File: config.mk
export PLATFORM = sky130hd
export DESIGN_NAME = clkdiv_bank
export DESIGN_NICKNAME = d
export VERILOG_FILES = /design/src/rtl/clkdiv_pkg.sv /design/src/rtl/clkdiv_shadow.sv /design/src/rtl/clkdiv_commit.sv /design/src/rtl/clkdiv_counter.sv /design/src/rtl/clkdiv_bank.sv
export SDC_FILE = /design/constraint.sdc
export NUM_CORES = 1
export LEC_CHECK = 0
export CORE_AREA = 2 2 88 90
export DETAILED_ROUTE_END_ITERATION = 8
export DIE_AREA = 0 0 90 92
export PLACE_DENSITY_LB_ADDON = 0.12
export SKIP_LAST_GASP = 1
export SLEW_MARGIN = 25
export SYNTH_ARGS = -nofsm -noshare
export SYNTH_HDL_FRONTEND = slang
export SYNTH_SLANG_ARGS = --single-unit
export TNS_END_PERCENT = 20
File: constraint.sdc
create_clock -name clk -period 2.15 [get_ports clk]
set_input_delay 0.645 -clock clk [delete_from_list [all_inputs] [get_ports clk]]
set_output_delay 0.645 -clock clk [all_outputs]
set_load 0.01 [all_outputs]
File: src/rtl/clkdiv_pkg.sv
// Package: shared constants and the divider numbering for the divider bank.
// Assumes one bank serves exactly one display channel.
package clkdiv_pkg;

    localparam int unsigned DIV_COUNT = 7;
    localparam int unsigned RATIO_W   = 3;
    localparam int unsigned ID_W      = 3;

    typedef enum logic [ID_W-1:0] {
        DIV_VGA      = 3'd0,
        DIV_PICTURE  = 3'd1,
        DIV_TV_ENC   = 3'd2,
        DIV_HDMI_PXL = 3'd3,
        DIV_HDMI     = 3'd4,
        DIV_IFACE    = 3'd5,
        DIV_LAYER    = 3'd6
    } div_id_e;

endpackage

File: src/rtl/clkdiv_shadow.sv
// Module: staging registers for the divide ratios.
// One field per divider. A write whose id matches no divider changes nothing.
// shadow_next shows the staged set including the write of the current cycle,
// so a commit in the same cycle can take that write along.
module clkdiv_shadow #(
    parameter int unsigned NUM_DIV = 7,
    parameter int unsigned RATIO_W = 3,
    parameter int unsigned ID_W    = 3
) (
    input  logic                             clk,
    input  logic                             rst_n,
    input  logic                             wr_en,
    input  logic [ID_W-1:0]                  wr_id,
    input  logic [RATIO_W-1:0]               wr_ratio,
    output logic [NUM_DIV-1:0][RATIO_W-1:0]  shadow_q,
    output logic [NUM_DIV-1:0][RATIO_W-1:0]  shadow_next
);

    for (genvar d = 0; d < NUM_DIV; d++) begin : g_field
        localparam logic [ID_W-1:0] MY_ID = ID_W'(d);

        // Purpose: merge a matching write into this field.
        always_comb begin
            shadow_next[d] = shadow_q[d];
            if (wr_en && (wr_id == MY_ID)) begin
                shadow_next[d] = wr_ratio;
            end
        end

        // Purpose: hold the staged ratio; reset to pass-through.
        always_ff @(posedge clk) begin
            if (!rst_n) begin
                shadow_q[d] <= '0;
            end else begin
                shadow_q[d] <= shadow_next[d];
            end
        end
    end

endmodule

File: src/rtl/clkdiv_commit.sv
// Module: turns the update flag into a one-cycle commit strobe.
// Assumes upd_flag is synchronous to clk. Only a 0-to-1 change commits.
module clkdiv_commit (
    input  logic clk,
    input  logic rst_n,
    input  logic upd_flag,
    output logic commit
);

    logic flag_prev;

    // Purpose: remember the flag level of the previous cycle.
    always_ff @(posedge clk) begin
        if (!rst_n) begin
            flag_prev <= 1'b0;
        end else begin
            flag_prev <= upd_flag;
        end
    end

    // Purpose: strobe on the rising level only.
    always_comb begin
        commit = upd_flag && !flag_prev;
    end

endmodule

File: src/rtl/clkdiv_counter.sv
// Module: one down-counting divider.
// The tick is high while the count is zero. At that point the counter
// reloads from reload_ratio, so a new ratio only starts at a period
// boundary and never truncates a period.
module clkdiv_counter #(
    parameter int unsigned RATIO_W = 3
) (
    input  logic               clk,
    input  logic               rst_n,
    input  logic [RATIO_W-1:0] reload_ratio,
    output logic               tick
);

    logic [RATIO_W-1:0] count_q;

    // Purpose: terminal count flags the enable.
    always_comb begin
        tick = (count_q == '0);
    end

    // Purpose: count down; reload at terminal.
    always_ff @(posedge clk) begin
        if (!rst_n) begin
            count_q <= '0;
        end else if (tick) begin
            count_q <= reload_ratio;
        end else begin
            count_q <= count_q - 1'b1;
        end
    end

endmodule

File: src/rtl/clkdiv_bank.sv
// Module: top of the shadowed divider bank.
// Ratios are staged by clkdiv_shadow and copied as a set into the active
// registers on a commit strobe. Each clkdiv_counter reloads from the value
// the active set holds after this cycle, so a commit that falls on a
// terminal count governs the very next period.
module clkdiv_bank
    import clkdiv_pkg::*;
#(
    parameter int unsigned NUM_DIV = DIV_COUNT,
    parameter int unsigned RW      = RATIO_W,
    parameter int unsigned IW      = ID_W
) (
    input  logic               clk,
    input  logic               rst_n,
    input  logic               wr_en,
    input  logic [IW-1:0]      wr_id,
    input  logic [RW-1:0]      wr_ratio,
    input  logic               upd_flag,
    output logic [NUM_DIV-1:0] div_tick
);

    logic [NUM_DIV-1:0][RW-1:0] shadow_q;
    logic [NUM_DIV-1:0][RW-1:0] shadow_next;
    logic [NUM_DIV-1:0][RW-1:0] active_q;
    logic [NUM_DIV-1:0][RW-1:0] active_next;
    logic                       commit;

    clkdiv_shadow #(
        .NUM_DIV (NUM_DIV),
        .RATIO_W (RW),
        .ID_W    (IW)
    ) u_shadow (
        .clk         (clk),
        .rst_n       (rst_n),
        .wr_en       (wr_en),
        .wr_id       (wr_id),
        .wr_ratio    (wr_ratio),
        .shadow_q    (shadow_q),
        .shadow_next (shadow_next)
    );

    clkdiv_commit u_commit (
        .clk      (clk),
        .rst_n    (rst_n),
        .upd_flag (upd_flag),
        .commit   (commit)
    );

    // Purpose: select the active set for the next cycle.
    always_comb begin
        active_next = commit ? shadow_next : active_q;
    end

    // Purpose: hold the active ratios; reset to pass-through.
    always_ff @(posedge clk) begin
        if (!rst_n) begin
            active_q <= '0;
        end else begin
            active_q <= active_next;
        end
    end

    for (genvar d = 0; d < NUM_DIV; d++) begin : g_div
        clkdiv_counter #(
            .RATIO_W (RW)
        ) u_cnt (
            .clk          (clk),
            .rst_n        (rst_n),
            .reload_ratio (active_next[d]),
            .tick         (div_tick[d])
        );
    end

endmodule

# After elaboration in Yosys (flattened, before gate mapping)
# Cells that the tools add are included.
# word_totals
register_bits	64
input_bits	10
out_inout_bits	7
wordCells	67
# classes
add_sub_neg	7
eq_ne	6
mux	15
n_reduce_logical	17
# op_table
operator	n
two-way mux 3 bit	14
logical NOT 3 bit	8
two-way mux 21 bit	1
subtractor 3 x 1 -> 3 bit (second input constant)	7
equality test 3 bit (second input constant)	3
logical AND 1 bit	8
equality test 3 x 2 -> 1 bit (second input constant)	2
equality test 3 x 1 -> 1 bit (second input constant)	1
logical NOT 1 bit	1

# Depth between registers and ports, before layout
# depth
ltp_word	5
depth_mapped	6
ltp_nobuf	6

# Hierarchy
# A second synthesis with hierarchy kept.
# hier_totals
cells_unflattened	285
hier_area_um2	3088.0
# by_module_without_submodules
module	instances	cells_each	area_each_um2	seq_area_each_um2
clkdiv_shadow	1	103	1086.0	420.4
clkdiv_counter at g_div[0].u_cnt ...	6	16	151.4	60.1
clkdiv_bank	1	67	898.4	420.4
clkdiv_counter at g_div[5].u_cnt	1	16	155.1	60.1
clkdiv_commit	1	3	40.0	20.0

# Worst setup path after synthesis
# No wires, ideal clock.
# synth_path
path_type	input to register
from	input port wr_id[0]
to	register g_div[4].u_cnt.count_q[2]
setup_ns	0.137
t_arrival_ns	1.545
slack_ns	0.467
cell_stages	4
n_path_buf	1
path_cell_list	buf_2 > and4bb_1 > mux2i_1 > o221ai_1
# synth_via
elab_chain_len	5
# synth_rtl
element	line_no	text
start, declared	clkdiv_bank.sv:16	input logic [IW-1:0] wr_id,
equality test 3 bit	clkdiv_shadow.sv:25	if (wr_en && (wr_id == MY_ID)) begin
logical AND 1 bit	clkdiv_shadow.sv:25	
two-way mux 3 bit	clkdiv_shadow.sv:25	
two-way mux 21 bit	clkdiv_bank.sv:51	active_next = commit ? shadow_next : active_q;
two-way mux 3 bit	clkdiv_counter.sv:25	end else if (tick) begin
end signal, assigned	clkdiv_counter.sv:26	count_q <= reload_ratio;
end signal, assigned	clkdiv_counter.sv:28	count_q <= count_q - 1'b1;
end, declared	clkdiv_counter.sv:14	logic [RATIO_W-1:0] count_q;
# No other way between the ends.
# A chain may end at the register's enable or synchronous reset.

# Worst setup path after layout
# layout_path
from	register g_div[3].u_cnt.count_q[0]
to	output port div_tick[3]
# layout_via
elab_chain_len	1
# layout_rtl
element	line_no	text
start, declared	clkdiv_counter.sv:14	
start signal, assigned	clkdiv_counter.sv:26	
start signal, assigned	clkdiv_counter.sv:28	
logical NOT 3 bit	clkdiv_counter.sv:18	tick = (count_q == '0);
end, declared	clkdiv_bank.sv:19	output logic [NUM_DIV-1:0] div_tick
# No other way between the ends.

==> results.sh <==
export IMPL_finalSetupViolCount=5
export IMPL_synth_seq_cells=64
export IMPL_maxSlewViolCount=0
export IMPL_die_w_um=90
export IMPL_cellLeakagePower_nw=1.445
export IMPL_layout_cells_non_filler=438
export IMPL_cts_setup_buffers=0
export IMPL_synthArstFlopShare=0
export IMPL_synth_cell_types=31
export IMPL_antenna_cells=0
export IMPL_dieArea_um2=8280
export IMPL_drcViolationCount=0
export IMPL_wl_um=5876
export IMPL_grt_pass1_wl_um=9887
export IMPL_crit_arrival_ns=1.59
export IMPL_synth_top_cell_area_share=0.4501
export IMPL_ys_seq_area_frac=0.4501
export IMPL_n_fill_cell=760
export IMPL_rr_endpoint="g_div[2].u_cnt.count_q[1]$_SDFF_PN0_"
export IMPL_syn_area_per_cell_um2=9.616
export IMPL_antenna_found_initial=0
export IMPL_synth_warnings=0
export IMPL_timing_hold_ws_ns=0.4438
export IMPL_drt_wirelength_per_cell_um=13.42
export IMPL_synth_area_leader_cell="dfxtp_1"
export IMPL_finalWeightedCongestion=0.7055
export IMPL_grt_pass1_vias=2014
export IMPL_hp_class="flop to flop"
export IMPL_layout_drive_gt1_share=0.1905
export IMPL_drt_iter0_markers=77
export IMPL_required_ns=1.50
export IMPL_portBuffers=16
export IMPL_hold_path_startpoint="g_div[5].u_cnt.count_q[0]$_SDFF_PN0_"
export IMPL_rsz0062_at_grt="true"
export IMPL_die_y_um=92
export IMPL_period_minus_slack_ns=2.231
export IMPL_worst_path_max_delay_cell="clkdlybuf4s50_1"
export IMPL_synth_cell_area_um2=2846
export IMPL_post_route_period_util=1.038
export IMPL_r2r_cells=6
export IMPL_maxCapViolCount=0
export IMPL_clock_path_buffers=2
export IMPL_synthTopCellsByArea="dfxtp_1 (45%), mux2i_1 (11%), ha_1 (6.2%)"
export IMPL_route_vias_total=2127
export IMPL_grt_max_degree=42
export IMPL_power_density_nw_per_um2=1087
export IMPL_cts_max_level=3
export IMPL_status="finished, violations left"
export IMPL_crit_reg2reg_launch="g_div[2].u_cnt.count_q[0]$_SDFF_PN0_"
export IMPL_syn_nets=320
export IMPL_end_kind="output pin"
export IMPL_synthCells=296
export IMPL_slew_headroom=0.7875
export IMPL_start_util=0.3822
export IMPL_grt_usage=0.1514
export IMPL_reg2reg_slack_ns=0.70
export IMPL_min_path_cells=1
export IMPL_dpl_cell_count=422
export IMPL_yosys_top_cells_count="dfxtp_1 (64), mux2i_1 (30), nor2_1 (30)"
export IMPL_root_buffer="clkbuf_8"
export IMPL_worstSkewPairLatency_ns=0.33
export IMPL_path_delay_family="buffers and inverters"
export IMPL_cts_sinks=64
export IMPL_first_pass_iters=4
export IMPL_vias_per_cell=4.856
export IMPL_core_area_um2=7447
export IMPL_cpPeakStageDelay_ns=0.48
export IMPL_hold_violations=0
export IMPL_clk_pin_slew_ns=0.07
export IMPL_synthToLayoutAreaGrowth_pct=22.29
export IMPL_critPathLaunchType="flop"
export IMPL_whs_endpoint="g_div[5].u_cnt.count_q[0]$_SDFF_PN0_"
export IMPL_fin_skew_ns=0.004077
export IMPL_path_buf_inv=2
export IMPL_path_common_cell="ha_1"
export IMPL_cts_tree="built"
export IMPL_cts_made_buffers=9
export IMPL_finalWorstSetupSlack_ns=-0.08080
export IMPL_finish_utilization=0.4674
export IMPL_path_class="flop to output pin"
export IMPL_antenna_left=0
export IMPL_hpwl_um=4193
export IMPL_crit_chain="inv_1 -> ha_1 -> ha_1 -> clkdlybuf4s50_1"
export IMPL_ios=17
export IMPL_violations="setup timing"
export IMPL_critPathMaxFanout=3
export IMPL_rows=32
export IMPL_fin_nets=355
export IMPL_ir_drop_mv=0.5156
export IMPL_synth_most_common_cell="dfxtp_1"
export IMPL_synth_edf_count=0
export IMPL_worst_slew_pin_slew_ns=0.3098
export IMPL_ys_flop_type="dfxtp_1"
export IMPL_clock_fmax_ghz=0.4483
export IMPL_gr_total_overflow=0
==> worst register-to-register path, delay by kind of cell, from the launching register on <==
family | cells | cell delay [ns]
fa+ha+maj | 2 | 0.39
buf+inv | 2 | 0.21
compound gates | 1 | 0.08
simple gates | 1 | 0.35
flops | 1 | 0.34
==> through the flow <==
| stage | TNS, ns | total power, mW | instance area [µm²] | setup WS (ns) |
|---|---|---|---|---|
| 6_report | -0.3062 | 3.784 | 3481 | -0.08080 |
| 5_1_grt | -0.6470 | 4.055 | 3481 | -0.1412 |
| 4_1_cts | -0.5643 | 3.844 | 3478 | -0.1095 |
| 3_5_place_dp | -2.759 | 2.791 | 3278 | -0.1518 |
| 3_3_place_gp | -2.479 | 2.783 | 3278 | -0.1378 |
| 2_1_floorplan | 0 | 2.393 | 2846 | 0.4672 |
==> layer usage <==
metal / GRT usage / part of all wire
met5: 0 / 0
met3: 0.02547 / 0.021
met2: 0.2412 / 0.45
met4: 0.07308 / 0.015
met1: 0.1999 / 0.51
==> state kept, by name (all words and copies together) (netlist names) <==
name,flops
u_commit.flag_prev,1
u_shadow.shadow_q,21
g_div.u_cnt.count_q,21
active_q,21
==> timing repair <==
item,in CTS,in global routing
setup endpoints to repair,7,6
resized for setup,2,1
hold endpoints to repair,0,0
hold buffers,0,0
==> layout make-up <==
type	instances	area (µm²)	share of cell area
clock buffer	13	158.9	0.04565
clock inverter	3	40.04	0.01150
multi-input combinational	186	1364	0.3918
timing repair buffer	48	426.7	0.1226
sequential	64	1281	0.3681
inverter	22	82.58	0.02372
tap	102	127.6	0.03666
==> logic make-up after synthesis <==
kind of cell,count (synthesis),share of synthesized area
flip-flops,64,0.4501
AO/OA/AOI/OAI,52,0.1191
multiplexers,30,0.1055
buffers and inverters,46,0.07253
AND/OR/NAND/NOR,90,0.1912
adder cells (fa/ha/maj),14,0.06154
==> where the power goes <==
| part | total, mW | internal (mW) | switching [mW] |
|---|---|---|---|
| combinational | 1.28 | 0.665 | 0.616 |
| sequential | 1.46 | 1.39 | 0.0650 |
| clock | 1.05 | 0.597 | 0.449 |
==> worst max-delay path by stage <==
stage                                         startpoint                                    to  slack [ns]  cells after the start
finish              g_div[3].u_cnt.count_q[0]$_SDFF_PN0_                           div_tick[3]       -0.08                      4
global route        g_div[3].u_cnt.count_q[0]$_SDFF_PN0_                           div_tick[3]       -0.14                      4
CTS                 g_div[1].u_cnt.count_q[0]$_SDFF_PN0_                           div_tick[1]       -0.11                      4
detailed placement                              wr_id[2]  g_div[0].u_cnt.count_q[2]$_SDFF_PN0_       -0.15                      5
global placement                                wr_id[2]  g_div[0].u_cnt.count_q[2]$_SDFF_PN0_       -0.14                      5
floorplan                                       wr_id[0]  g_div[4].u_cnt.count_q[2]$_SDFF_PN0_        0.47                      4
==> cells in the final DEF, fill, tap and decap left out, types with 2 or more instances in the layout <==
cell             count
nor3_1               6
or3b_2              11
or3_1               11
dfxtp_1             64
nand3_1             15
nor2_1              30
o32ai_1              6
nand2b_1             4
clkbuf_1             2
clkbuf_8            11
o22ai_1              3
nand2_1              2
inv_1               22
o221ai_1            11
o21ai_0             16
mux2i_1             30
buf_4               30
ha_1                13
clkinv_2             2
clkdlybuf4s50_1     14
o211ai_1             3
a21oi_1             12
buf_12               2
and4bb_2             2
nand4b_2             2
Power figures use the tool's default switching activity.
